### src/rtl/lkm_pkg.sv
package lkm_pkg;

    localparam int STW = 8;

    localparam int ST_CLK_LK  = 0;
    localparam int ST_FRM_LK  = 1;
    localparam int ST_BOTH_LK = 2;
    localparam int ST_PCM     = 3;
    localparam int ST_LOCKPIN = 4;
    localparam int ST_MUTED   = 5;

    typedef enum logic [1:0] {
        LK_SEARCH = 2'd0,
        LK_AUDIO  = 2'd1,
        LK_DATA   = 2'd2
    } lk_state_e;

    typedef enum logic {
        GT_HOLD = 1'b0,
        GT_PASS = 1'b1
    } gt_state_e;

endpackage

### src/rtl/lkm_lock_qual.sv
module lkm_lock_qual
    import lkm_pkg::*;
(
    input  logic clk,
    input  logic rst_n,
    input  logic clk_locked_i,
    input  logic frm_locked_i,
    input  logic nonpcm_i,
    input  logic burst_i,
    input  logic lock_only_i,
    output logic clk_lk_o,
    output logic frm_lk_o,
    output logic both_lk_o,
    output logic lock_o,
    output logic pcmdet_o
);

    lk_state_e state_q, state_d;
    logic      loops_ok;
    logic      not_audio;
    logic      clk_lk_q, frm_lk_q, pcm_q;

    assign loops_ok  = clk_locked_i & frm_locked_i;
    assign not_audio = nonpcm_i | burst_i;

    always_comb begin
        state_d = state_q;
        unique case (state_q)
            LK_SEARCH: begin
                if (loops_ok)       state_d = not_audio ? LK_DATA : LK_AUDIO;
            end
            LK_AUDIO: begin
                if (!loops_ok)      state_d = LK_SEARCH;
                else if (not_audio) state_d = LK_DATA;
            end
            LK_DATA: begin
                if (!loops_ok)      state_d = LK_SEARCH;
                else if (!not_audio) state_d = LK_AUDIO;
            end
            default:                state_d = LK_SEARCH;
        endcase
    end

    always_ff @(posedge clk) begin
        if (!rst_n) begin
            state_q  <= LK_SEARCH;
            clk_lk_q <= 1'b0;
            frm_lk_q <= 1'b0;
            pcm_q    <= 1'b0;
        end else begin
            state_q  <= state_d;
            clk_lk_q <= clk_locked_i;
            frm_lk_q <= frm_locked_i;
            pcm_q    <= frm_locked_i & ~not_audio;
        end
    end

    always_comb begin
        lock_o    = 1'b0;
        both_lk_o = 1'b0;
        unique case (state_q)
            LK_SEARCH: begin
                lock_o    = 1'b0;
                both_lk_o = 1'b0;
            end
            LK_AUDIO: begin
                lock_o    = 1'b1;
                both_lk_o = 1'b1;
            end
            LK_DATA: begin
                lock_o    = lock_only_i;
                both_lk_o = 1'b1;
            end
            default: begin
                lock_o    = 1'b0;
                both_lk_o = 1'b0;
            end
        endcase
    end

    assign clk_lk_o = clk_lk_q;
    assign frm_lk_o = frm_lk_q;
    assign pcmdet_o = pcm_q;

    assert_lock_needs_loops_R5: assert property (@(posedge clk) disable iff (!rst_n)
        lock_o |-> (clk_lk_q && frm_lk_q));

    assert_nonaudio_drops_lock_R3: assert property (@(posedge clk) disable iff (!rst_n)
        (loops_ok && not_audio && !lock_only_i) |=> (!lock_o || lock_only_i));

    assert_pcmdet_low_R6: assert property (@(posedge clk) disable iff (!rst_n)
        not_audio |=> !pcmdet_o);

    assert_lockonly_follows_R4: assert property (@(posedge clk) disable iff (!rst_n)
        (loops_ok && lock_only_i) |=> (lock_o || !lock_only_i));

endmodule

### src/rtl/lkm_chan_gate.sv
module lkm_chan_gate #(
    parameter int W = 24
) (
    input  logic         clk,
    input  logic         rst_n,
    input  logic         take_i,
    input  logic         zero_i,
    input  logic [W-1:0] din_i,
    output logic [W-1:0] dout_o
);

    logic [W-1:0] data_q;

    always_ff @(posedge clk) begin
        if (!rst_n) begin
            data_q <= '0;
        end else if (take_i) begin
            data_q <= zero_i ? '0 : din_i;
        end
    end

    assign dout_o = data_q;

endmodule

### src/rtl/lkm_mute_gate.sv
module lkm_mute_gate
    import lkm_pkg::*;
#(
    parameter int W   = 24,
    parameter int NCH = 2
) (
    input  logic             clk,
    input  logic             rst_n,
    input  logic             both_lk_i,
    input  logic             bypass_i,
    input  logic             vld_i,
    input  logic [NCH*W-1:0] din_i,
    output logic             vld_o,
    output logic [NCH*W-1:0] dout_o,
    output logic             hold_o
);

    localparam int SW = NCH * W;

    gt_state_e state_q, state_d;
    logic      mute_req;
    logic      zero_now;
    logic      vld_q;

    assign mute_req = ~bypass_i & ~both_lk_i;

    always_comb begin
        state_d = state_q;
        unique case (state_q)
            GT_HOLD: if (vld_i && !mute_req) state_d = GT_PASS;
            GT_PASS: if (vld_i &&  mute_req) state_d = GT_HOLD;
            default: state_d = GT_HOLD;
        endcase
    end

    always_ff @(posedge clk) begin
        if (!rst_n) begin
            state_q <= GT_HOLD;
            vld_q   <= 1'b0;
        end else begin
            state_q <= state_d;
            vld_q   <= vld_i;
        end
    end

    always_comb begin
        unique case (state_d)
            GT_HOLD: zero_now = 1'b1;
            GT_PASS: zero_now = 1'b0;
            default: zero_now = 1'b1;
        endcase
    end

    for (genvar c = 0; c < NCH; c++) begin : g_ch
        lkm_chan_gate #(.W(W)) i_ch (
            .clk    (clk),
            .rst_n  (rst_n),
            .take_i (vld_i),
            .zero_i (zero_now),
            .din_i  (din_i[c*W +: W]),
            .dout_o (dout_o[c*W +: W])
        );
    end

    assign vld_o  = vld_q;
    assign hold_o = (state_q == GT_HOLD);

    assert_muted_sample_zero_R8: assert property (@(posedge clk) disable iff (!rst_n)
        (vld_o && state_q == GT_HOLD) |-> (dout_o == '0));

    assert_gate_moves_on_strobe_R11: assert property (@(posedge clk) disable iff (!rst_n)
        !vld_i |=> $stable(state_q));

    assert_output_held_R11: assert property (@(posedge clk) disable iff (!rst_n)
        !vld_i |=> $stable(dout_o));

    assert_bypass_passes_R10: assert property (@(posedge clk) disable iff (!rst_n)
        (vld_i && bypass_i) |=> (dout_o == $past(din_i)));

    assert_strobe_latency_R8: assert property (@(posedge clk) disable iff (!rst_n)
        vld_i |=> vld_o);

    initial begin
        assert_width_sane: assert (SW > 0);
    end

endmodule

### src/rtl/lkm_lock_mute.sv
module lkm_lock_mute
    import lkm_pkg::*;
#(
    parameter int W   = 24,
    parameter int NCH = 2
) (
    input  logic             clk,
    input  logic             rst_n,
    input  logic             clk_locked_i,
    input  logic             frm_locked_i,
    input  logic             nonpcm_i,
    input  logic             burst_i,
    input  logic             cfg_lock_only_i,
    input  logic             cfg_bypass_i,
    input  logic             smp_vld_i,
    input  logic [NCH*W-1:0] smp_i,
    output logic             lock_o,
    output logic             pcmdet_o,
    output logic [STW-1:0]   status_o,
    output logic             out_vld_o,
    output logic [NCH*W-1:0] out_o
);

    logic clk_lk, frm_lk, both_lk, gate_hold;

    lkm_lock_qual i_qual (
        .clk          (clk),
        .rst_n        (rst_n),
        .clk_locked_i (clk_locked_i),
        .frm_locked_i (frm_locked_i),
        .nonpcm_i     (nonpcm_i),
        .burst_i      (burst_i),
        .lock_only_i  (cfg_lock_only_i),
        .clk_lk_o     (clk_lk),
        .frm_lk_o     (frm_lk),
        .both_lk_o    (both_lk),
        .lock_o       (lock_o),
        .pcmdet_o     (pcmdet_o)
    );

    lkm_mute_gate #(.W(W), .NCH(NCH)) i_gate (
        .clk       (clk),
        .rst_n     (rst_n),
        .both_lk_i (both_lk),
        .bypass_i  (cfg_bypass_i),
        .vld_i     (smp_vld_i),
        .din_i     (smp_i),
        .vld_o     (out_vld_o),
        .dout_o    (out_o),
        .hold_o    (gate_hold)
    );

    always_comb begin
        status_o             = '0;
        status_o[ST_CLK_LK]  = clk_lk;
        status_o[ST_FRM_LK]  = frm_lk;
        status_o[ST_BOTH_LK] = both_lk;
        status_o[ST_PCM]     = pcmdet_o;
        status_o[ST_LOCKPIN] = lock_o;
        status_o[ST_MUTED]   = gate_hold;
    end

    assert_mute_only_unlocked_R9: assert property (@(posedge clk) disable iff (!rst_n)
        (smp_vld_i && both_lk) |=> !gate_hold);

endmodule

### config.mk
export PLATFORM = sky130hd
export DESIGN_NAME = lkm_lock_mute
export DESIGN_NICKNAME = d
export VERILOG_FILES = /design/src/rtl/lkm_pkg.sv /design/src/rtl/lkm_lock_qual.sv /design/src/rtl/lkm_chan_gate.sv /design/src/rtl/lkm_mute_gate.sv /design/src/rtl/lkm_lock_mute.sv
export SDC_FILE = /design/constraint.sdc
export NUM_CORES = 1
export LEC_CHECK = 0
export ABC_AREA = 1
export BUFFER_PORTS_ARGS = -buffer_cell sky130_fd_sc_hd__clkbuf_2
export CAP_MARGIN = 10
export CORE_MARGIN = 1
export CORE_UTILIZATION = 42
export DETAILED_ROUTE_END_ITERATION = 16
export PLACE_DENSITY_LB_ADDON = 0.2
export SLEW_MARGIN = 10
export SYNTH_ARGS = -nofsm -noshare
export SYNTH_HDL_FRONTEND = slang
export SYNTH_SLANG_ARGS = --single-unit
### constraint.sdc
create_clock -name clk -period 1.4 [get_ports clk]
set_input_delay 0.14 -clock clk [delete_from_list [all_inputs] [get_ports clk]]
set_output_delay 0.14 -clock clk [all_outputs]
set_load 0.02 [all_outputs]
# [After elaboration in Yosys (flattened, before gate mapping)]
# Index checks and enable logic that the tools add are counted.
[totals] ff_bits=55 in_bits=57 wordCells=43
[classes] eq_ne=5 mux=15 n_bitwise=9 n_reduce_logical=6
[ops] operator="$mux W24" count=2
[ops] operator="$mux W2" count=6
[ops] operator="$ne A3 B3 Y1 const B" count=2
[ops] operator="$pmux W1 S2" count=3
[ops] operator="$pmux W2 S3" count=1
[ops] operator="$not A1 Y1" count=5
[ops] operator="$and A1 B1 Y1" count=3
[ops] operator="$mux W1" count=3
[ops] operator="$reduce_and A3 Y1" count=1
[ops] operator="$eq A2 B1 Y1 const B" count=1
[ops] operator="$eq A2 B2 Y1 const B" count=1
[ops] operator="$logic_and A1 B1 Y1" count=2
[ops] operator="$logic_not A2 Y1" count=1
[ops] operator="$ne A2 B1 Y1 const B" count=1
[ops] operator="$reduce_or A2 Y1" count=1
[ops] operator="$logic_not A1 Y1" count=1
[ops] operator="$or A1 B1 Y1" count=1

# [Depth between registers and ports, before layout]
# Gate-level depths: netlist of the first run.
[logic_depth] depth_word=12 ltp_mapped=9 mapped_depth_nobuf=9

# [Cells and area by module]
# Synthesis of the first run repeated with hierarchy kept, for this count alone.
[hier_totals] cells_unflattened=279 area_unflattened_um2=2543.7
[by_module_without_submodules] module="lkm_chan_gate" instances=2 cells_each=108 area_per_inst_um2=1048.5 seq_area_each_um2=480.5
[by_module_without_submodules] module="lkm_lock_qual" instances=1 cells_each=43 area_per_inst_um2=301.5 seq_area_each_um2=100.1
[by_module_without_submodules] module="lkm_mute_gate" instances=1 cells_each=11 area_per_inst_um2=81.3 seq_area_each_um2=40.0
[by_module_without_submodules] module="lkm_lock_mute" instances=1 cells_each=9 area_per_inst_um2=63.8 seq_area_each_um2=0.0

# [Worst setup path before layout of the first run]
# No wires, ideal clock.
[synth_timing] path_kind="flip-flop to output port" startpoint="register i_qual.state_q[0]" endpoint="output port status_o[4]" arrival_time_ps=1561 t_required_ps=1260 setup_slack_ps=-301 path_stages_with_launch=5 n_path_buf=1 cell_sequence="dfxtp_1 -> inv_1 -> ha_1 -> a21boi_0 -> buf_4"
[synth_between] elab_chain_len=2
[synth_rtl] item="start, declared" line_no="lkm_lock_qual.sv:18" text="lk_state_e state_q, state_d;"
[synth_rtl] item="start signal, assigned" line_no="lkm_lock_qual.sv:51" text="state_q <= state_d;"
[synth_rtl] item="$eq A2 B2 Y1 or $eq A2 B1 Y1 (tied branches)" line_no="lkm_lock_qual.sv:61" text="unique case (state_q)"
[synth_rtl] item="$pmux W1 S2 *" line_no="lkm_lock_qual.sv:61"
[synth_rtl] item="end, declared" line_no="lkm_lock_mute.sv:19" text="output logic [STW-1:0] status_o,"
# Mark *: on every way between the ends. The rest lies on a longest branch, timed or not.

# [Worst setup path in the final report of the first run]
[layout_timing] startpoint="register i_qual.state_q[1]" endpoint="output port lock_o"
[layout_between] elab_chain_len=2
[layout_rtl] item="$eq A2 B2 Y1 or $eq A2 B1 Y1 (tied branches)" line_no="lkm_lock_qual.sv:61"
[layout_rtl] item="$pmux W1 S2 *" line_no="lkm_lock_qual.sv:61"
[layout_rtl] item="end, declared" line_no="lkm_lock_mute.sv:17" text="output logic lock_o,"
# Marked as above.

==> results of run 1 <==
==> worst reg2reg max path, stage by stage (launching register included) <==
cell       delay [ns]
dfxtp_2          0.35
inv_2            0.05
ha_4             0.24
buf_4            0.14
o21ai_4          0.18
buf_12           0.16
clkbuf_16        0.16
o22ai_1          0.07
inv_1            0.06
nor2_1           0.03
==> what timing repair did <==
action                     in CTS  in global routing
buffers inserted                3                  2
gates resized for setup        12                 24
hold buffers                    0                  0
setup endpoints to repair       3                 54
pin swaps                       1                  5
cloned                          0                  5
hold endpoints to repair        0                  0
==> report_power, final <==
part / switching [mW] / internal (mW) / total (mW)
registers: 0.102 / 1.77 / 1.88
logic: 1.28 / 1.25 / 2.53
clock network: 0.532 / 0.405 / 0.937
==> through the flow <==
stage / power [mW] / std cells / cell area (um^2)
finish: 5.338 / 559 / 3587
global placement: 3.670 / 541 / 3188
floorplan: 3.183 / 365 / 2576
CTS: 4.885 / 552 / 3349
detailed placement: 3.708 / 541 / 3188
global route: 5.678 / 559 / 3587
==> final cells by class <==
class                      instances  share of cell area (%)
tap                               75                   2.616
sequential                        55                   30.76
multi-input combinational        131                   23.40
inverter                         155                   16.22
timing repair buffer             135                   24.24
clock inverter                     2                  0.4534
clock buffer                       6                   2.302
==> metal layers <==
| layer | track usage [%] | vias up | wire length (um) |
|---|---|---|---|
| li1 | - | 1257 | - |
| met1 | 20.01 | 1066 | 2694 |
| met2 | 29.66 | 72 | 2860 |
| met3 | 3.543 | 9 | 330 |
| met4 | 6.429 | 0 | 101 |
| met5 | 0 | - | 0 |
==> state kept, by name, indices dropped and copies added (netlist names), named ones only <==
register	flops
i_gate.vld_o	1
i_qual.state_q	2
i_gate.g_ch.i_ch.dout_o	48
i_qual.frm_lk_o	1
i_qual.pcmdet_o	1
i_qual.clk_lk_o	1
==> layout by cell type, fill, tap and decap left out, types with 3 or more instances in the layout <==
master	Yosys	layout
clkbuf_2	0	110
clkbuf_16	0	3
inv_2	0	3
nand2_1	13	12
o22ai_1	39	28
buf_6	3	3
inv_1	155	152
a21oi_1	3	3
buf_4	9	12
buf_12	0	3
dfxtp_1	55	53
o22ai_2	9	20
nor2_1	57	57
clkbuf_8	0	6
buf_8	0	4
==> worst max-delay path by stage <==
stage / start / to / slack (ns)
after floorplan: i_qual.state_q[0] / i_gate.g_ch[0].i_ch.dout_o[12] / 0.03
after global placement: i_qual.state_q[0] / i_qual.state_q[1] / 0.06
after detailed placement: i_qual.state_q[0] / i_gate.g_ch[1].i_ch.dout_o[9] / 0.03
after CTS: i_qual.state_q[0] / lock_o / -0.14
after global routing: i_qual.state_q[0] / i_gate.g_ch[0].i_ch.dout_o[4] / -0.23
final: i_qual.state_q[1] / lock_o / -0.16
==> cell families (layout without fill, tap and decap cells) <==
| family | after synthesis | in the layout |
|---|---|---|
| and+or+nand+nor | 72 | 72 |
| AOI/OAI and AO/OA | 53 | 53 |
| adders and majority gates | 4 | 4 |
| buffers and inverters | 179 | 298 |
| other | 1 | 2 |
| DFF | 55 | 55 |
==> impl_metrics.csv, run 1 <==
group,metric,value,unit
synth,synthCells,364,
power_and_ir_drop,p_leak,1.938,nW
worst_setup_path,cp_num_cells,5,
synth,yosysSeqAreaShare,43.14,%
clock_tree,cts_tree,"built",
synth,synth-simple-area-share,10.74,%
grt,track_usage,16.90,%
grt,antenna_found_initial,0,
routing,viasPerCell,4.301,
cells_and_area,final_nets,544,
timing,clock_skew,0.01055,ns
worst_setup_path,reg2reg_slack,-0.14,ns
worst_setup_path,startpoint_type,"flip-flop",
synth,yosysTopAreaCellShare,43.14,%
worst_setup_path,r2r-start,"i_qual.state_q[0]",
timing,drv_slew,0,
hold_path,hold_path_depth,3,
synth,yosys-top-cells-count,"inv_1, nor2_1, dfxtp_1",
grt,gr-total-overflow,0,
hold_path,hp-start,"clk_locked_i",
placement,pre_cts_slack,0.03137,ns
timing,hold_viol_final,0,
synth,syn_area_per_cell,7.012,um^2
worst_setup_path,arrival,1.42,ns
timing,fin_tns_setup,-4.253,ns
synth,synthArstFlopShare,0,%
die,chipHeight,79.96,um
synth,synthesis.area,2552,um^2
die,fp.dieW,79.96,um
routing,wl_per_cell,10.71,um
placement,place.gp.congestion,0.7589,
placement,dp_hpwl,3.853,mm
timing,fin_ws,-0.1597,ns
clock_tree,clk_latency,0.31,ns
routing,postRouteAntennaNets,0,
timing,rsz0062_at_grt,"yes",
synth,ys_ff_latch,55,
timing,setup_violations,49,
cells_and_area,register_area,1104,um^2
timing,fmax,641.1,MHz
die,core_area,5886,um^2
synth,ys.flop_type,"dfxtp_1",
power_and_ir_drop,max-vdd-ir-drop,0.0007107,V
grt,grt_max_degree,37,
run_status,violations,"setup timing",
clock_tree,numCtsBuffers,5,
worst_setup_path,cp-end-kind,"output pin",
cells_and_area,multi_input_area,839.6,um^2
synth,yosys.area_share.adder,1.961,%
die,boundaryPins,116,
routing,vias,2404,
worst_setup_path,worstSetupPathType,"reg -> out",
routing,drtIter0Drc,75,
timing,min_period_over_period,111.4,%
die,die_area,6393,um^2
worst_setup_path,crit_chain,"inv_2, ha_4, buf_6, a21boi_4, buf_8",
synth,synth_top_family_by_area,"buffers and inverters",
hold_path,min_to,"i_qual.clk_lk_o",
synth,synth_compound_area_share,15.20,%
worst_setup_path,slowest_stage,"dfxtp_2",
synth,synth-edff-count,0,
worst_setup_path,crit_family,"flip-flops",
synth,synth_area_leaders,"dfxtp_1, inv_1, o22ai_1",
routing,routed_wl,5.986,mm
run_status,status,"complete, but fails checks",
synth,synthMuxAreaShare,0,%
worst_setup_path,critPathBufInv,3,
job,maxCapViolCount,0,
clock_tree,cts_root_buf,"clkbuf_8",
synth,synth_most_common_cell,"inv_1",
clock_tree,clk_pin_slew,0.09,ns
cells_and_area,diodes,0,
cells_and_area,syn_to_final_growth,40.54,%
synth,yosys.cell_types.count,17,
hold_path,hold_path.class,"in -> reg",
worst_setup_path,required,1.26,ns
worst_setup_path,r2r_cells,9,
clock_tree,cts_sinks,55,
worst_setup_path,slowest_delay,0.35,ns
placement,port_buffers,113,
power_and_ir_drop,power.density,1488,nW/um^2
die,rows,28,
grt,grt_pass1_vias,2017,
cells_and_area,finish.utilization,60.95,%
clock_tree,htreeDepth,2,
clock_tree,clock_path_buffers,2,
timing,period_needed,1.560,ns
routing,firstDrtPassIters,4,
worst_setup_path,timing.rr.end,"i_gate.g_ch[0].i_ch.dout_o[4]",
grt,grt_first_pass_wirelength,8.562,mm
synth,synthXorXnorAreaFrac,0,%
synth,yosysTopAreaCell,"dfxtp_1",
cells_and_area,fillers,556,
worst_setup_path,path_max_fanout,2,
timing,fin_hold_ws,0.03922,ns
routing,drc,0,
cells_and_area,drive_gt1_share,36.16,%
synth,ys_warn_count,0,
die,start_util,43.37,%
Power figures use the tool's default switching activity.
==> run 2, diff against run 1 <==
--- a/config.mk
+++ b/config.mk
@@ -12,6 +12,7 @@
 export CORE_UTILIZATION = 42
 export DETAILED_ROUTE_END_ITERATION = 16
 export PLACE_DENSITY_LB_ADDON = 0.2
+export RECOVER_POWER = 25
 export SLEW_MARGIN = 10
 export SYNTH_ARGS = -nofsm -noshare
 export SYNTH_HDL_FRONTEND = slang
==> run 2 against run 1 <==
  * The flow still finishes with violations (setup timing)
  * Hold slack did not move
  * Count of clock-buffer cells in the layout unchanged
  * Clock skew did not move
  * Critical path type unchanged
  * Clock power about the same
  * Critical endpoint unchanged
  * Non-clock buffer count unchanged
  * Total power fell by 0.13%
  * Cell area shrank 0.38%
  * Die area unchanged
  * Routed wire length up 0.33%
  * Via count is the same
  * Global-route usage is the same
  * Register-to-register slack barely moved
==> impl_metrics.csv, run 2 (synthesis results as in run 1) <==
group,metric,value,unit
grt,track_usage,16.90,%
grt,grt_first_pass_wirelength,8.562,mm
timing,period_needed,1.560,ns
die,fp.dieW,79.96,um
power_and_ir_drop,p_leak,1.901,nW
die,start_util,43.37,%
timing,fin_ws,-0.1597,ns
run_status,status,"complete, but fails checks",
worst_setup_path,arrival,1.42,ns
placement,port_buffers,113,
timing,fin_tns_setup,-4.254,ns
worst_setup_path,crit_chain,"inv_2, ha_4, buf_6, a21boi_4, buf_8",
clock_tree,clk_pin_slew,0.09,ns
routing,postRouteAntennaNets,0,
cells_and_area,diodes,0,
timing,min_period_over_period,111.4,%
placement,dp_hpwl,3.853,mm
grt,antenna_found_initial,0,
clock_tree,cts_root_buf,"clkbuf_8",
grt,grt_pass1_vias,2017,
timing,clock_skew,0.01055,ns
hold_path,hold_path.class,"in -> reg",
power_and_ir_drop,max-vdd-ir-drop,0.0007107,V
cells_and_area,fillers,565,
power_and_ir_drop,power.density,1492,nW/um^2
cells_and_area,largest_reg_flops,48,
die,chipHeight,79.96,um
routing,wl_per_cell,10.74,um
die,core_area,5886,um^2
power_and_ir_drop,p_sw,1.915,mW
power_and_ir_drop,seq_power_share,35.2,%
timing,hold_viol_final,0,
cells_and_area,final_nets,544,
timing,fmax,641.1,MHz
worst_setup_path,slowest_stage,"dfxtp_2",
worst_setup_path,cp-end-kind,"output pin",
clock_tree,clk_latency,0.31,ns
cells_and_area,syn_to_final_growth,40.00,%
cells_and_area,layout_common_cells,"inv_1, clkbuf_2, nor2_1",
clock_tree,cts_tree,"built",
timing,setup_violations,49,
power_and_ir_drop,p_sw_share,35.92,%
timing,drv_slew,0,
grt,grt_max_degree,37,
clock_tree,htreeDepth,2,
power_and_ir_drop,clock_power_share,17.6,%
power_and_ir_drop,p_int,3.416,mW
worst_setup_path,worstSetupPathType,"reg -> out",
routing,drc,0,
routing,firstDrtPassIters,4,
run_status,violations,"setup timing",
routing,viasPerCell,4.301,
routing,drtIter0Drc,75,
clock_tree,numCtsBuffers,5,
die,rows,28,
cells_and_area,drive_gt1_share,33.88,%
power_and_ir_drop,power,5.332,mW
worst_setup_path,path_max_fanout,2,
timing,rsz0062_at_grt,"yes",
placement,place.gp.congestion,0.7589,
clock_tree,clock_path_buffers,2,
clock_tree,cts_sinks,55,
job,maxCapViolCount,0,
power_and_ir_drop,p_comb_share,47.2,%
routing,routed_wl,6.006,mm
die,die_area,6393,um^2
worst_setup_path,slowest_delay,0.35,ns
die,boundaryPins,116,
cells_and_area,final_common_cell,"inv_1",
grt,gr-total-overflow,0,
worst_setup_path,required,1.26,ns
routing,vias,2404,
worst_setup_path,startpoint_type,"flip-flop",
-- run 2: cell counts in the layout (fill, tap and decap cells not counted) --
Identical to the previous run, type by type.
-- run 2: final timing paths --
path                                       start                        endpoint  slack (ns)  cells after the start
hold reg to reg   i_gate.g_ch[1].i_ch.dout_o[23]  i_gate.g_ch[1].i_ch.dout_o[23]        0.53                      4
hold / removal                      clk_locked_i                 i_qual.clk_lk_o        0.04                      3
setup / recovery               i_qual.state_q[1]                          lock_o       -0.16                      5
setup reg to reg               i_qual.state_q[0]   i_gate.g_ch[0].i_ch.dout_o[4]       -0.14                      9
-- run 2: critical path, delay by kind of cell (launching register included) --
| kind | cells | cell delay [ns] |
|---|---|---|
| flip-flops | 1 | 0.35 |
| buffers and inverters | 3 | 0.28 |
| adder cells (fa/ha/maj) | 1 | 0.26 |
| AO/OA/AOI/OAI | 1 | 0.22 |
-- run 2: power groups by stage --
stage               Combinational (mW)  Clock, mW  Sequential [mW]
global placement                  1.78          0             1.89
global route                      2.73       1.03             1.90
CTS                               2.03      0.974             1.88
finish                            2.52      0.938             1.88
floorplan                         1.08          0             2.10
detailed placement                1.81          0             1.90
-- run 2: final cells by class --
type                    count  area, um^2  share of cell area (%)
multi-input cells         131       839.6                   23.49
inverters                 155       581.8                   16.28
well taps                  75       93.84                   2.626
flip-flops and latches     55        1104                   30.88
repair buffers            135       855.8                   23.95
clock buffers               6       82.58                   2.311
clock inverters             2       16.27                  0.4552
-- run 2: metal layers --
| metal | track usage (%) | wire [um] |
|---|---|---|
| met5 | 0 | 0 |
| met3 | 3.543 | 336 |
| met4 | 6.429 | 101 |
| met2 | 29.66 | 2857 |
| met1 | 20.01 | 2710 |
-- run 2: repair_timing --
action	in CTS	in global routing
resized for setup	12	24
hold buffers	0	0
gates cloned	0	5
setup endpoints to repair	3	54
buffers inserted	3	2
pin swaps	1	5
-- run 2: per-stage QoR --
stage	cell area (um^2)	util, %	cells	hold WS [ns]	setup WS, ns
6_report	3573	60.71	559	0.03922	-0.1597
5_1_grt	3573	60.71	559	0.04378	-0.2330
4_1_cts	3349	56.91	552	0.03154	-0.1391
3_5_place_dp	3188	54.17	541	0.3534	0.03137
3_3_place_gp	3188	54.17	541	0.3484	0.06285
2_1_floorplan	2576	-	365	0.2335	0.03455
